## config.mk

```make
export PLATFORM = sky130hd
export DESIGN_NAME = pn_acq_searcher
export DESIGN_NICKNAME = d
export VERILOG_FILES = /design/src/rtl/pn_acq_pkg.sv /design/src/rtl/pn_csa_accum.sv /design/src/rtl/pn_mag_select.sv /design/src/rtl/pn_dwell_ctrl.sv /design/src/rtl/pn_acq_searcher.sv
export SDC_FILE = /design/constraint.sdc
export NUM_CORES = 1
export LEC_CHECK = 0
export BUFFER_PORTS_ARGS = -buffer_cell sky130_fd_sc_hd__buf_2
export CAP_MARGIN = 20
export CORE_ASPECT_RATIO = 1.75
export CORE_MARGIN = 2
export CORE_UTILIZATION = 55
export CTS_CLUSTER_DIAMETER = 40
export CTS_CLUSTER_SIZE = 14
export DETAILED_ROUTE_END_ITERATION = 12
export PLACE_DENSITY_LB_ADDON = 0.2
export SYNTH_ARGS = -nofsm -noshare
export SYNTH_HDL_FRONTEND = slang
export SYNTH_SLANG_ARGS = --single-unit
```

## constraint.sdc

```tcl
create_clock -name clk -period 12.55 [get_ports clk]
set_input_delay 1.255 -clock clk [delete_from_list [all_inputs] [get_ports clk]]
set_output_delay 1.255 -clock clk [all_outputs]
set_load 0.01 [all_outputs]
```

## src/rtl/pn_acq_pkg.sv

```systemverilog
// Shared types for the PN acquisition searcher.
package pn_acq_pkg;
    typedef enum logic [2:0] {
        SRCH_IDLE,   // waiting for start
        SRCH_ACC,    // coherent accumulation of one dwell
        SRCH_ENG,    // resolve sums and register energy
        SRCH_DEC,    // stage decision
        SRCH_HOLD    // locked
    } srch_state_t;
endpackage

```

## src/rtl/pn_csa_accum.sv

```systemverilog
// Coherent accumulator kept in carry-save form.
// Each accepted input is merged with one row of full adders; the sum is
// resolved by one carry-propagate add on the output. Assumes W holds the
// largest possible sum, so arithmetic modulo 2^W gives the exact result.
module pn_csa_accum #(
    parameter int W = 17
) (
    input  logic         clk,
    input  logic         rst_n,
    input  logic         clr,
    input  logic         en,
    input  logic [W-1:0] din,
    output logic [W-1:0] total
);
    logic [W-1:0] sum_r, car_r, car_sh, sum_nx, car_nx;

    assign car_sh = {car_r[W-2:0], 1'b0};

    // one full adder per bit: three inputs in, sum and carry out
    for (genvar b = 0; b < W; b++) begin : g_fa
        assign sum_nx[b] = sum_r[b] ^ car_sh[b] ^ din[b];
        assign car_nx[b] = (sum_r[b] & car_sh[b]) | (sum_r[b] & din[b]) | (car_sh[b] & din[b]);
    end

    // hold the redundant pair; clear wins over accumulate
    always_ff @(posedge clk) begin
        if (!rst_n || clr) begin
            sum_r <= '0;
            car_r <= '0;
        end else if (en) begin
            sum_r <= sum_nx;
            car_r <= car_nx;
        end
    end

    assign total = sum_r + car_sh;
endmodule

```

## src/rtl/pn_mag_select.sv

```systemverilog
// Picks the larger of |a| and |b| for the single squarer.
// Assumes the magnitudes fit in W-1 bits, so bit W-1 of each is zero.
// The two bits below that bit decide the pick when they differ; otherwise
// a full-width compare decides.
module pn_mag_select #(
    parameter int W = 17
) (
    input  logic [W-1:0] sum_a,
    input  logic [W-1:0] sum_b,
    output logic [W-1:0] mag_max
);
    logic [W-1:0] mag_a, mag_b;
    logic [1:0]   top_a, top_b;
    logic         a_wins;

    // absolute values and precompute decision, then a plain mux
    always_comb begin
        mag_a  = sum_a[W-1] ? (~sum_a + 1'b1) : sum_a;
        mag_b  = sum_b[W-1] ? (~sum_b + 1'b1) : sum_b;
        top_a  = mag_a[W-2:W-3];
        top_b  = mag_b[W-2:W-3];
        if (top_a != top_b) a_wins = (top_a > top_b);
        else                a_wins = (mag_a >= mag_b);
        mag_max = a_wins ? mag_a : mag_b;
    end
endmodule

```

## src/rtl/pn_dwell_ctrl.sv

```systemverilog
// Dwell sequencer: counts chips, runs the two-stage test, slips or locks.
// Assumes cfg_nc and cfg_nn are at least 1 and stay constant between starts.
// energy is valid from the edge after energy_load.
module pn_dwell_ctrl
    import pn_acq_pkg::*;
#(
    parameter int NC_W  = 8,
    parameter int NN_W  = 4,
    parameter int E_W   = 34,
    parameter int NS_W  = 38,
    parameter int OFF_W = 10
) (
    input  logic             clk,
    input  logic             rst_n,
    input  logic             start,
    input  logic             smp_valid,
    input  logic [NC_W-1:0]  cfg_nc,
    input  logic [NN_W-1:0]  cfg_nn,
    input  logic [E_W-1:0]   cfg_thr1,
    input  logic [NS_W-1:0]  cfg_thr2,
    input  logic [E_W-1:0]   energy,
    output logic             acc_clr,
    output logic             acc_en,
    output logic             energy_load,
    output logic             slip,
    output logic             locked,
    output logic [OFF_W-1:0] chip_offset
);
    srch_state_t     state;
    logic            stage2;
    logic [NC_W-1:0] chip_cnt;
    logic [NN_W-1:0] dwell_cnt;
    logic [NS_W-1:0] nsum, nsum_nx;

    assign acc_en      = (state == SRCH_ACC) && smp_valid && !start;
    assign acc_clr     = start || (state == SRCH_DEC);
    assign energy_load = (state == SRCH_ENG);
    assign nsum_nx     = nsum + NS_W'(energy);
    assign locked      = (state == SRCH_HOLD);

    // main sequencer
    always_ff @(posedge clk) begin
        if (!rst_n) begin
            state       <= SRCH_IDLE;
            stage2      <= 1'b0;
            chip_cnt    <= '0;
            dwell_cnt   <= '0;
            nsum        <= '0;
            slip        <= 1'b0;
            chip_offset <= '0;
        end else if (start) begin
            state       <= SRCH_ACC;
            stage2      <= 1'b0;
            chip_cnt    <= '0;
            dwell_cnt   <= '0;
            nsum        <= '0;
            slip        <= 1'b0;
            chip_offset <= '0;
        end else begin
            slip <= 1'b0;
            case (state)
                SRCH_ACC: begin
                    if (smp_valid) begin
                        if (chip_cnt == cfg_nc - NC_W'(1)) begin
                            chip_cnt <= '0;
                            state    <= SRCH_ENG;
                        end else begin
                            chip_cnt <= chip_cnt + NC_W'(1);
                        end
                    end
                end
                SRCH_ENG: state <= SRCH_DEC;
                SRCH_DEC: begin
                    if (!stage2) begin
                        if (energy > cfg_thr1) begin
                            stage2    <= 1'b1;
                            dwell_cnt <= '0;
                            nsum      <= '0;
                            state     <= SRCH_ACC;
                        end else begin
                            slip        <= 1'b1;
                            chip_offset <= chip_offset + OFF_W'(1);
                            state       <= SRCH_ACC;
                        end
                    end else if (dwell_cnt == cfg_nn - NN_W'(1)) begin
                        stage2 <= 1'b0;
                        if (nsum_nx > cfg_thr2) begin
                            state <= SRCH_HOLD;
                        end else begin
                            slip        <= 1'b1;
                            chip_offset <= chip_offset + OFF_W'(1);
                            state       <= SRCH_ACC;
                        end
                    end else begin
                        dwell_cnt <= dwell_cnt + NN_W'(1);
                        nsum      <= nsum_nx;
                        state     <= SRCH_ACC;
                    end
                end
                default: state <= state;
            endcase
        end
    end

    AST_SLIP_PULSE: assert property (@(posedge clk) disable iff (!rst_n) slip |=> !slip);
    AST_SLIP_STEP: assert property (@(posedge clk) disable iff (!rst_n) slip |-> chip_offset == $past(chip_offset) + OFF_W'(1));
    AST_LOCK_HOLD: assert property (@(posedge clk) disable iff (!rst_n) (locked && !start) |=> (locked && $stable(chip_offset)));
    AST_ONE_OUTCOME: assert property (@(posedge clk) disable iff (!rst_n) !(slip && locked));
    AST_NO_OVERFLOW: assert property (@(posedge clk) disable iff (!rst_n) (state == SRCH_DEC && stage2) |-> nsum_nx >= nsum);
    AST_START_CLEARS: assert property (@(posedge clk) disable iff (!rst_n) start |=> (!locked && chip_offset == '0));
endmodule

```

## src/rtl/pn_acq_searcher.sv

```systemverilog
// Two-stage PN acquisition searcher, top level.
// Despreads I/Q samples, keeps coherent sums per arm, squares the larger
// magnitude into a registered energy and hands it to the dwell sequencer.
// Assumes the external PN generator retards one chip per slip pulse.
module pn_acq_searcher #(
    parameter int SAMP_W = 8,
    parameter int NC_W   = 8,
    parameter int NN_W   = 4,
    parameter int OFF_W  = 10,
    localparam int ACC_W = SAMP_W + NC_W + 1,
    localparam int E_W   = 2 * ACC_W,
    localparam int NS_W  = E_W + NN_W
) (
    input  logic                     clk,
    input  logic                     rst_n,
    input  logic                     start,
    input  logic [NC_W-1:0]          cfg_nc,
    input  logic [NN_W-1:0]          cfg_nn,
    input  logic [E_W-1:0]           cfg_thr1,
    input  logic [NS_W-1:0]          cfg_thr2,
    input  logic                     smp_valid,
    input  logic signed [SAMP_W-1:0] smp_i,
    input  logic signed [SAMP_W-1:0] smp_q,
    input  logic                     pn_chip,
    output logic                     slip,
    output logic                     locked,
    output logic [OFF_W-1:0]         chip_offset
);
    logic [SAMP_W-1:0] raw   [2];
    logic [ACC_W-1:0]  coh   [2];
    logic [ACC_W-1:0]  mag_max;
    logic [E_W-1:0]    energy_r;
    logic              acc_clr, acc_en, energy_load;

    assign raw[0] = smp_i;
    assign raw[1] = smp_q;

    // per-arm despreader and carry-save coherent accumulator
    for (genvar ch = 0; ch < 2; ch++) begin : g_arm
        logic [ACC_W-1:0] ext, desp;
        assign ext  = {{(ACC_W-SAMP_W){raw[ch][SAMP_W-1]}}, raw[ch]};
        assign desp = pn_chip ? (~ext + 1'b1) : ext;
        pn_csa_accum #(.W(ACC_W)) i_acc (
            .clk   (clk),
            .rst_n (rst_n),
            .clr   (acc_clr),
            .en    (acc_en),
            .din   (desp),
            .total (coh[ch])
        );
    end

    pn_mag_select #(.W(ACC_W)) i_sel (
        .sum_a   (coh[0]),
        .sum_b   (coh[1]),
        .mag_max (mag_max)
    );

    // single squarer; energy registered once per dwell
    always_ff @(posedge clk) begin
        if (!rst_n)           energy_r <= '0;
        else if (energy_load) energy_r <= E_W'(mag_max) * E_W'(mag_max);
    end

    pn_dwell_ctrl #(
        .NC_W (NC_W), .NN_W (NN_W), .E_W (E_W), .NS_W (NS_W), .OFF_W (OFF_W)
    ) i_ctrl (
        .clk         (clk),
        .rst_n       (rst_n),
        .start       (start),
        .smp_valid   (smp_valid),
        .cfg_nc      (cfg_nc),
        .cfg_nn      (cfg_nn),
        .cfg_thr1    (cfg_thr1),
        .cfg_thr2    (cfg_thr2),
        .energy      (energy_r),
        .acc_clr     (acc_clr),
        .acc_en      (acc_en),
        .energy_load (energy_load),
        .slip        (slip),
        .locked      (locked),
        .chip_offset (chip_offset)
    );

    // plain magnitudes, used only to check the precomputed pick
    logic [ACC_W-1:0] chk_abs_i, chk_abs_q;
    assign chk_abs_i = coh[0][ACC_W-1] ? (~coh[0] + 1'b1) : coh[0];
    assign chk_abs_q = coh[1][ACC_W-1] ? (~coh[1] + 1'b1) : coh[1];

    AST_MAX_PICK: assert property (@(posedge clk) disable iff (!rst_n) energy_load |-> (mag_max >= chk_abs_i && mag_max >= chk_abs_q));
    AST_SIGN_ZERO: assert property (@(posedge clk) disable iff (!rst_n) energy_load |-> !mag_max[ACC_W-1]);
    AST_ENERGY_HELD: assert property (@(posedge clk) disable iff (!rst_n) !energy_load |=> $stable(energy_r));
endmodule

```

==> run_results.csv, run 1 <==
group,metric,value,unit
outcome,status,"finished, final reports clean",
power,seqPwrFrac,14.1,%
detailed_routing,wl_per_cell,16.75,um
synthesis,ys.flop_type,"dfxtp_1",
synthesis,ys_warn_count,0,
worst_setup_path,cpMostUsedCell,"fa_1",
run,maxCapViolations,0,
worst_setup_path,worst-path-max-fanout,13,
global_route,grt_start_max_net_pins,90,
placement,place_ws,57.74,ps
clock_tree,clk_path_buf_depth,2,
timing,period_needed,12000,ps
power,p_sw,1.872,mW
worst_setup_path,cp_slowest_stage_delay,540,ps
worst_setup_path,crit_type,"flip-flop to flip-flop",
placement,port-buffer-count,116,
synthesis,mappedNetlistArea,22350,um^2
timing,fin_skew,16.32,ps
detailed_routing,met1_length,20.18,mm
global_route,grt_overflow,0,
power,irDropWorstVdd,0.1485,mV
timing,tightestPinTransition,906.2,ps
worst_setup_path,end_kind,"flip-flop",
floorplanning,io_pins,117,
detailed_routing,route.met2.wl,30.28,mm
final_layout,fillCellCount,3614,
detailed_routing,ant_nets,0,
clock_tree,cts_inserted_buffers,17,
synthesis,async_flop_share,0,%
power,total_leakage_power,11.80,nW
worst_hold_path,whs_path_depth,2,
clock_tree,clkTransAtPathRegs,70,ps
worst_setup_path,crit_arrival,12380,ps
final_layout,areaGrowthSynthToFinish,8.072,%
timing,slew_headroom,39.37,%
timing,totalNegativeSetupSlack,0,ps
detailed_routing,drc_errors,0,
clock_tree,clk_latency,460,ps
final_layout,layout-drive-gt1-share,9.336,%
timing,hold_viol_final,0,
global_route,antenna_found_initial,1,
worst_hold_path,hp-class,"flip-flop to flip-flop",
final_layout,multiInputGateArea,17180,um^2
placement,finalWeightedCongestion,0.9492,
worst_setup_path,cp-start-kind,"flip-flop",
timing,period_share,95.63,%
clock_tree,htreeDepth,4,
synthesis,syn_inst,2717,
detailed_routing,drt-pass1-iter-count,5,
synthesis,syn_area_per_cell,8.226,um^2
synthesis,synth_cell_types,87,
global_route,grt_pass1_wl,92.62,mm
clock_tree,cts.sinks,164,
timing,setup_viol,0,
worst_setup_path,reg2reg_depth,45,
power,power_frac_comb,71.7,%
floorplanning,start_util,55.80,%
global_route,track_usage,27.05,%
detailed_routing,wirelength,55.49,mm
timing,rsz0062_at_grt,"no",
placement,detailed_place_hpwl,46.50,mm
synthesis,ys_ff_latch,164,
global_route,grt_pass1_vias,19780,
detailed_routing,vias_per_cell,5.671,
floorplanning,die_x,156.4,um
timing,fin_ws,548.1,ps
detailed_routing,top_layer_used,"met4",
clock_tree,cts_root_buffer,"clkbuf_16",
detailed_routing,first_iter_violations,598,
clock_tree,cts_tree,"built",
synthesis,synth_edf_count,0,
power,p_int,1.866,mW
synthesis,synth_seq_area_share,14.69,%
final_layout,seq_area,3283,um^2
detailed_routing,vias,18789,
floorplanning,core,40050,um^2
power,pwr-share-clk,14.2,%
timing,slew_violations,0,
floorplanning,die_height,270.7,um
detailed_routing,dr_wl_met3,1.463,mm
floorplanning,rows,97,
power,switching_share,50.07,%
worst_setup_path,cp_slowest_cell,"fa_1",
timing,fmax,83.32,MHz
floorplanning,dieArea,42330,um^2
final_layout,num-nets-final,3407,
worst_setup_path,critPathRequiredTime,12930,ps
power,p_per_area,154.7,nW/um^2
-- state kept, by name, indices dropped and copies added (netlist names) --
name	flops
i_ctrl.nsum	38
g_arm.i_acc.sum_r	34
energy_r	33
g_arm.i_acc.car_r	32
i_ctrl.chip_offset	10
i_ctrl.chip_cnt	8
i_ctrl.dwell_cnt	4
i_ctrl.state	3
i_ctrl.slip	1
i_ctrl.stage2	1
-- critical path, delay by kind of cell (launching register included) --
family	cells	cell delay (ps)
compound gates	17	4460
fa+ha+maj	10	4290
simple gates	10	1520
buf+inv	7	990
flops	1	330
mux	1	330
-- path summary, 6_finish.rpt --
check,start,endpoint,slack (ps)
worst max-delay path,g_arm[1].i_acc.car_r[0]$_SDFFE_PP0P_,energy_r[33]$_SDFFE_PN0P_,550
worst max register to register,g_arm[1].i_acc.car_r[0]$_SDFFE_PP0P_,energy_r[33]$_SDFFE_PN0P_,550
worst min register to register,i_ctrl.nsum[19]$_SDFFE_PP0P_,i_ctrl.nsum[19]$_SDFFE_PP0P_,460
worst min-delay path,i_ctrl.nsum[19]$_SDFFE_PP0P_,i_ctrl.nsum[19]$_SDFFE_PP0P_,460
-- layout by cell type, fill, tap and decap left out, types with 11 or more instances in the layout --
cell type  synthesis  layout
inv_1            417     417
ha_1             274     274
nor2_1           247     245
nand2_1          228     226
fa_1             224     224
a21oi_1          174     173
dfxtp_1          164     164
buf_2             21     116
xnor2_1           93      88
a211oi_1          79      79
a21o_1            72      72
nand3_1           67      66
o21ai_0           63      63
xor2_1            63      63
buf_4              3      39
nor3_1            36      36
nand4_1           35      35
and2_1            34      34
and3_1            28      28
nor2b_1           23      23
or3_1             22      22
o21a_1            22      22
nand2b_1          19      18
clkbuf_16          0      17
o211ai_1          16      16
o31ai_1           16      16
a31oi_1           16      16
mux2i_1           14      13
o21bai_1          11      11
a22oi_1           11      11
conb_1             2      11
-- logic make-up after synthesis --
family                   synth area share [%]
AO/OA/AOI/OAI                           16.92
multiplexers                            1.097
buffers and inverters                   9.091
XOR/XNOR                                6.236
AND/OR/NAND/NOR                         16.53
flip-flops                              14.69
other                                 0.03360
adder cells (fa/ha/maj)                 35.40
-- metrics by stage --
stage               total power, mW  hold slack, ps  utilization, %  instance area, um^2  instances
detailed placement            3.206           449.3           58.57                23460       3275
CTS                           3.749           460.3           59.98                24020       3307
global placement              3.135           441.6           58.55                23450       3274
finish                        3.738           460.0           60.31                24150       3313
global route                  4.142           480.8           60.31                24150       3313
floorplan                     2.572           435.6               -                22380       2726
-- layer usage --
layer	global-route usage, %	up-vias
li1	-	9246
met1	27.20	8963
met2	52.46	410
met3	2.531	170
met4	16.20	0
met5	0	-
-- cell usage after synthesis, types with 23 or more instances --
library cell	count	share of area [%]
a211oi_1	79	2.7
a21o_1	72	2.4
a21oi_1	174	3.9
and2_1	34	0.95
and3_1	28	0.78
clkbuf_1	67	1.1
dfxtp_1	164	15
fa_1	224	20
ha_1	274	15
inv_1	417	7.0
nand2_1	228	3.8
nand3_1	67	1.5
nand4_1	35	0.98
nor2_1	247	4.1
nor2b_1	23	0.64
nor3_1	36	0.81
o21ai_0	63	1.4
xnor2_1	93	3.6
xor2_1	63	2.5
-- power groups by stage --
| stage | Sequential (mW) | Clock, mW | Combinational (mW) |
|---|---|---|---|
| after CTS | 0.528 | 0.542 | 2.68 |
| after global placement | 0.540 | 0 | 2.60 |
| final | 0.528 | 0.530 | 2.68 |
| after global routing | 0.528 | 0.559 | 3.05 |
| after floorplan | 0.539 | 0 | 2.03 |
| after detailed placement | 0.540 | 0 | 2.67 |
-- cell type report --
class / instances / area share [%]
antenna: 1 / 0.01036
clock buffer: 17 / 1.761
clock inverter: 15 / 0.5853
inverter: 427 / 6.636
multi-input combinational: 2037 / 71.11
sequential: 164 / 13.59
tap: 495 / 2.564
timing repair buffer: 157 / 3.745
-- repair_timing --
item,CTS,global route
endpoints found under the setup margin,0,10
resized for setup,0,19
hold buffers,0,0
buffers inserted,0,5
Power figures use the tool's default switching activity.
==> run 2, diff against run 1 <==
--- a/config.mk
+++ b/config.mk
@@ -7,9 +7,11 @@
 export LEC_CHECK = 0
 export BUFFER_PORTS_ARGS = -buffer_cell sky130_fd_sc_hd__buf_2
 export CAP_MARGIN = 20
+export CELL_PAD_IN_SITES_DETAIL_PLACEMENT = 2
+export CELL_PAD_IN_SITES_GLOBAL_PLACEMENT = 2
 export CORE_ASPECT_RATIO = 1.75
 export CORE_MARGIN = 2
-export CORE_UTILIZATION = 55
+export CORE_UTILIZATION = 39
 export CTS_CLUSTER_DIAMETER = 40
 export CTS_CLUSTER_SIZE = 14
 export DETAILED_ROUTE_END_ITERATION = 12
==> run 2 against run 1 <==
  * Global-route usage is 1.3 points lower
  * Non-clock buffer count is 2 higher
  * Final cell count is 8.3% higher
  * Clock-buffer cell count stayed put
  * Wire length is 35% higher
  * Register-to-register slack worse by 90 ps
  * Total power is 6.0% higher
  * Sequential cell count stayed put
  * Final area is 1.8% higher
==> run_results.csv, run 2 (same netlist as run 1, synthesis figures left out) <==
group,metric,value,unit
detailed_routing,wirelength,74.92,mm
worst_hold_path,hp-class,"flip-flop to flip-flop",
detailed_routing,ant_nets,0,
final_layout,seq_area,3283,um^2
worst_setup_path,cp_slowest_stage_delay,600,ps
detailed_routing,wl_per_cell,20.89,um
power,total_leakage_power,11.84,nW
detailed_routing,first_iter_violations,454,
worst_setup_path,end_kind,"flip-flop",
clock_tree,clkTransAtPathRegs,80,ps
placement,port-buffer-count,116,
global_route,antenna_found_initial,2,
clock_tree,cts_root_buffer,"clkbuf_16",
final_layout,multiInputGateArea,17230,um^2
worst_setup_path,crit_arrival,12500,ps
floorplanning,die_height,320.7,um
final_layout,top_regs,"i_ctrl.nsum: 38 flops, g_arm.i_acc.sum_r: 34 flops, energy_r: 33 flops",
clock_tree,ctsHoldBuffers,0,
clock_tree,htreeDepth,4,
timing,fin_skew,16.26,ps
timing,slew_headroom,35.84,%
global_route,use_met2,53.79,%
global_route,grt_pass1_wl,119.5,mm
clock_tree,cts_inserted_buffers,17,
clock_tree,clk_latency,490,ps
worst_setup_path,cp_slowest_cell,"fa_1",
final_layout,final_common_cell,"inv_1",
floorplanning,start_util,39.28,%
final_layout,num-nets-final,3409,
detailed_routing,drc_errors,0,
final_layout,layout-drive-gt1-share,9.578,%
final_layout,mostFrequentLayoutCells,"inv_1 (417), ha_1 (273), nor2_1 (245)",
power,p_per_area,161.2,nW/um^2
floorplanning,die_x,185.0,um
worst_setup_path,critPathRequiredTime,12960,ps
placement,place_inst,3550,
global_route,track_usage,25.76,%
final_layout,areaGrowthSynthToFinish,9.965,%
power,irDropWorstVdd,0.1180,mV
worst_setup_path,crit_type,"flip-flop to flip-flop",
global_route,grt_start_max_net_pins,84,
final_layout,finish.utilization,43.20,%
global_route,grt_pass1_vias,23026,
clock_tree,clk_path_buf_depth,2,
clock_tree,cts_tree,"built",
final_layout,largest_register_ffs,38,
run,maxCapViolations,0,
final_layout,finalInstanceArea,24580,um^2
global_route,use_met1,23.58,%
global_route,grt_busiest_layer,"met2",
worst_setup_path,cpMostUsedCell,"fa_1",
timing,period_needed,12090,ps
floorplanning,core,56890,um^2
floorplanning,dieArea,59310,um^2
worst_setup_path,worst-path-max-fanout,10,
timing,hold_viol_final,0,
placement,detailed_place_hpwl,63.88,mm
timing,tightestPinTransition,961.3,ps
final_layout,fillCellCount,6586,
outcome,status,"finished, final reports clean",
timing,slew_violations,0,
placement,place_area,23810,um^2
global_route,gr-usage-met3,2.577,%
timing,period_share,96.34,%
placement,finalWeightedCongestion,0.9114,
clock_tree,cts.sinks,164,
timing,setup_viol,0,
detailed_routing,vias_per_cell,5.492,
detailed_routing,vias,19699,
timing,totalNegativeSetupSlack,0,ps
floorplanning,io_pins,117,
timing,fmax,82.71,MHz
final_layout,final_cells,3587,
global_route,grt_overflow,0,
worst_setup_path,cp-start-kind,"flip-flop",
final_layout,regMostFlops,"i_ctrl.nsum",
floorplanning,rows,116,
detailed_routing,drt-pass1-iter-count,6,
## run 2: path summary, 6_finish.rpt
path,end,slack [ps],from,cells after the start
worst max-delay path,energy_r[33]$_SDFFE_PN0P_,460,g_arm[1].i_acc.car_r[0]$_SDFFE_PP0P_,46
worst max register to register,energy_r[33]$_SDFFE_PN0P_,460,g_arm[1].i_acc.car_r[0]$_SDFFE_PP0P_,46
worst min-delay path,i_ctrl.nsum[25]$_SDFFE_PP0P_,460,i_ctrl.nsum[25]$_SDFFE_PP0P_,2
worst min register to register,i_ctrl.nsum[25]$_SDFFE_PP0P_,460,i_ctrl.nsum[25]$_SDFFE_PP0P_,2
## run 2: metrics by stage
step / hold WS, ps / total power, mW / setup WS [ps]
final: 461.3 / 3.962 / 459.6
after global routing: 485.2 / 4.341 / -17.07
after CTS: 466.4 / 4.004 / 26.68
after detailed placement: 456.1 / 3.434 / -255.6
after global placement: 441.6 / 3.213 / 368.4
after floorplan: 435.6 / 2.572 / 1325
## run 2: power by group
part / internal, mW / switching [mW] / leakage [nW]
combinational: 1.13 / 1.76 / 10.2
clock: 0.267 / 0.283 / 0.283
sequential: 0.524 / 0.00414 / 1.32
total: 1.92 / 2.04 / 11.8
## run 2: what timing repair did
action                                  in CTS  in global routing
endpoints found under the setup margin       3                  7
pin swaps                                    0                  4
resized for setup                            7                 24
setup buffers                                0                  4
## run 2: cell type report
cell class / instances / share of cell area (%)
Sequential cell: 164 / 13.36
Antenna cell: 1 / 0.01018
Clock buffer: 17 / 1.731
Multi-Input combinational cell: 2037 / 70.10
Timing Repair Buffer: 159 / 3.721
Tap cell: 767 / 3.905
Clock inverter: 15 / 0.6567
Inverter: 427 / 6.521
## run 2: critical path: cells and delay by family, from the launching register on
family,cells,cell delay (ps)
AOI/OAI and AO/OA,19,3820
xor gates and xnor gates,1,330
adders and majority gates,10,4720
buffers and inverters,8,1030
DFF,1,330
muxes,1,310
and+or+nand+nor,7,1440
## run 2: layer usage
layer  share of wire, %  routed length [um]
met5              0.017                  13
met4                5.5                4096
met3                1.9                1459
met2                 58               43520
met1                 34               25830
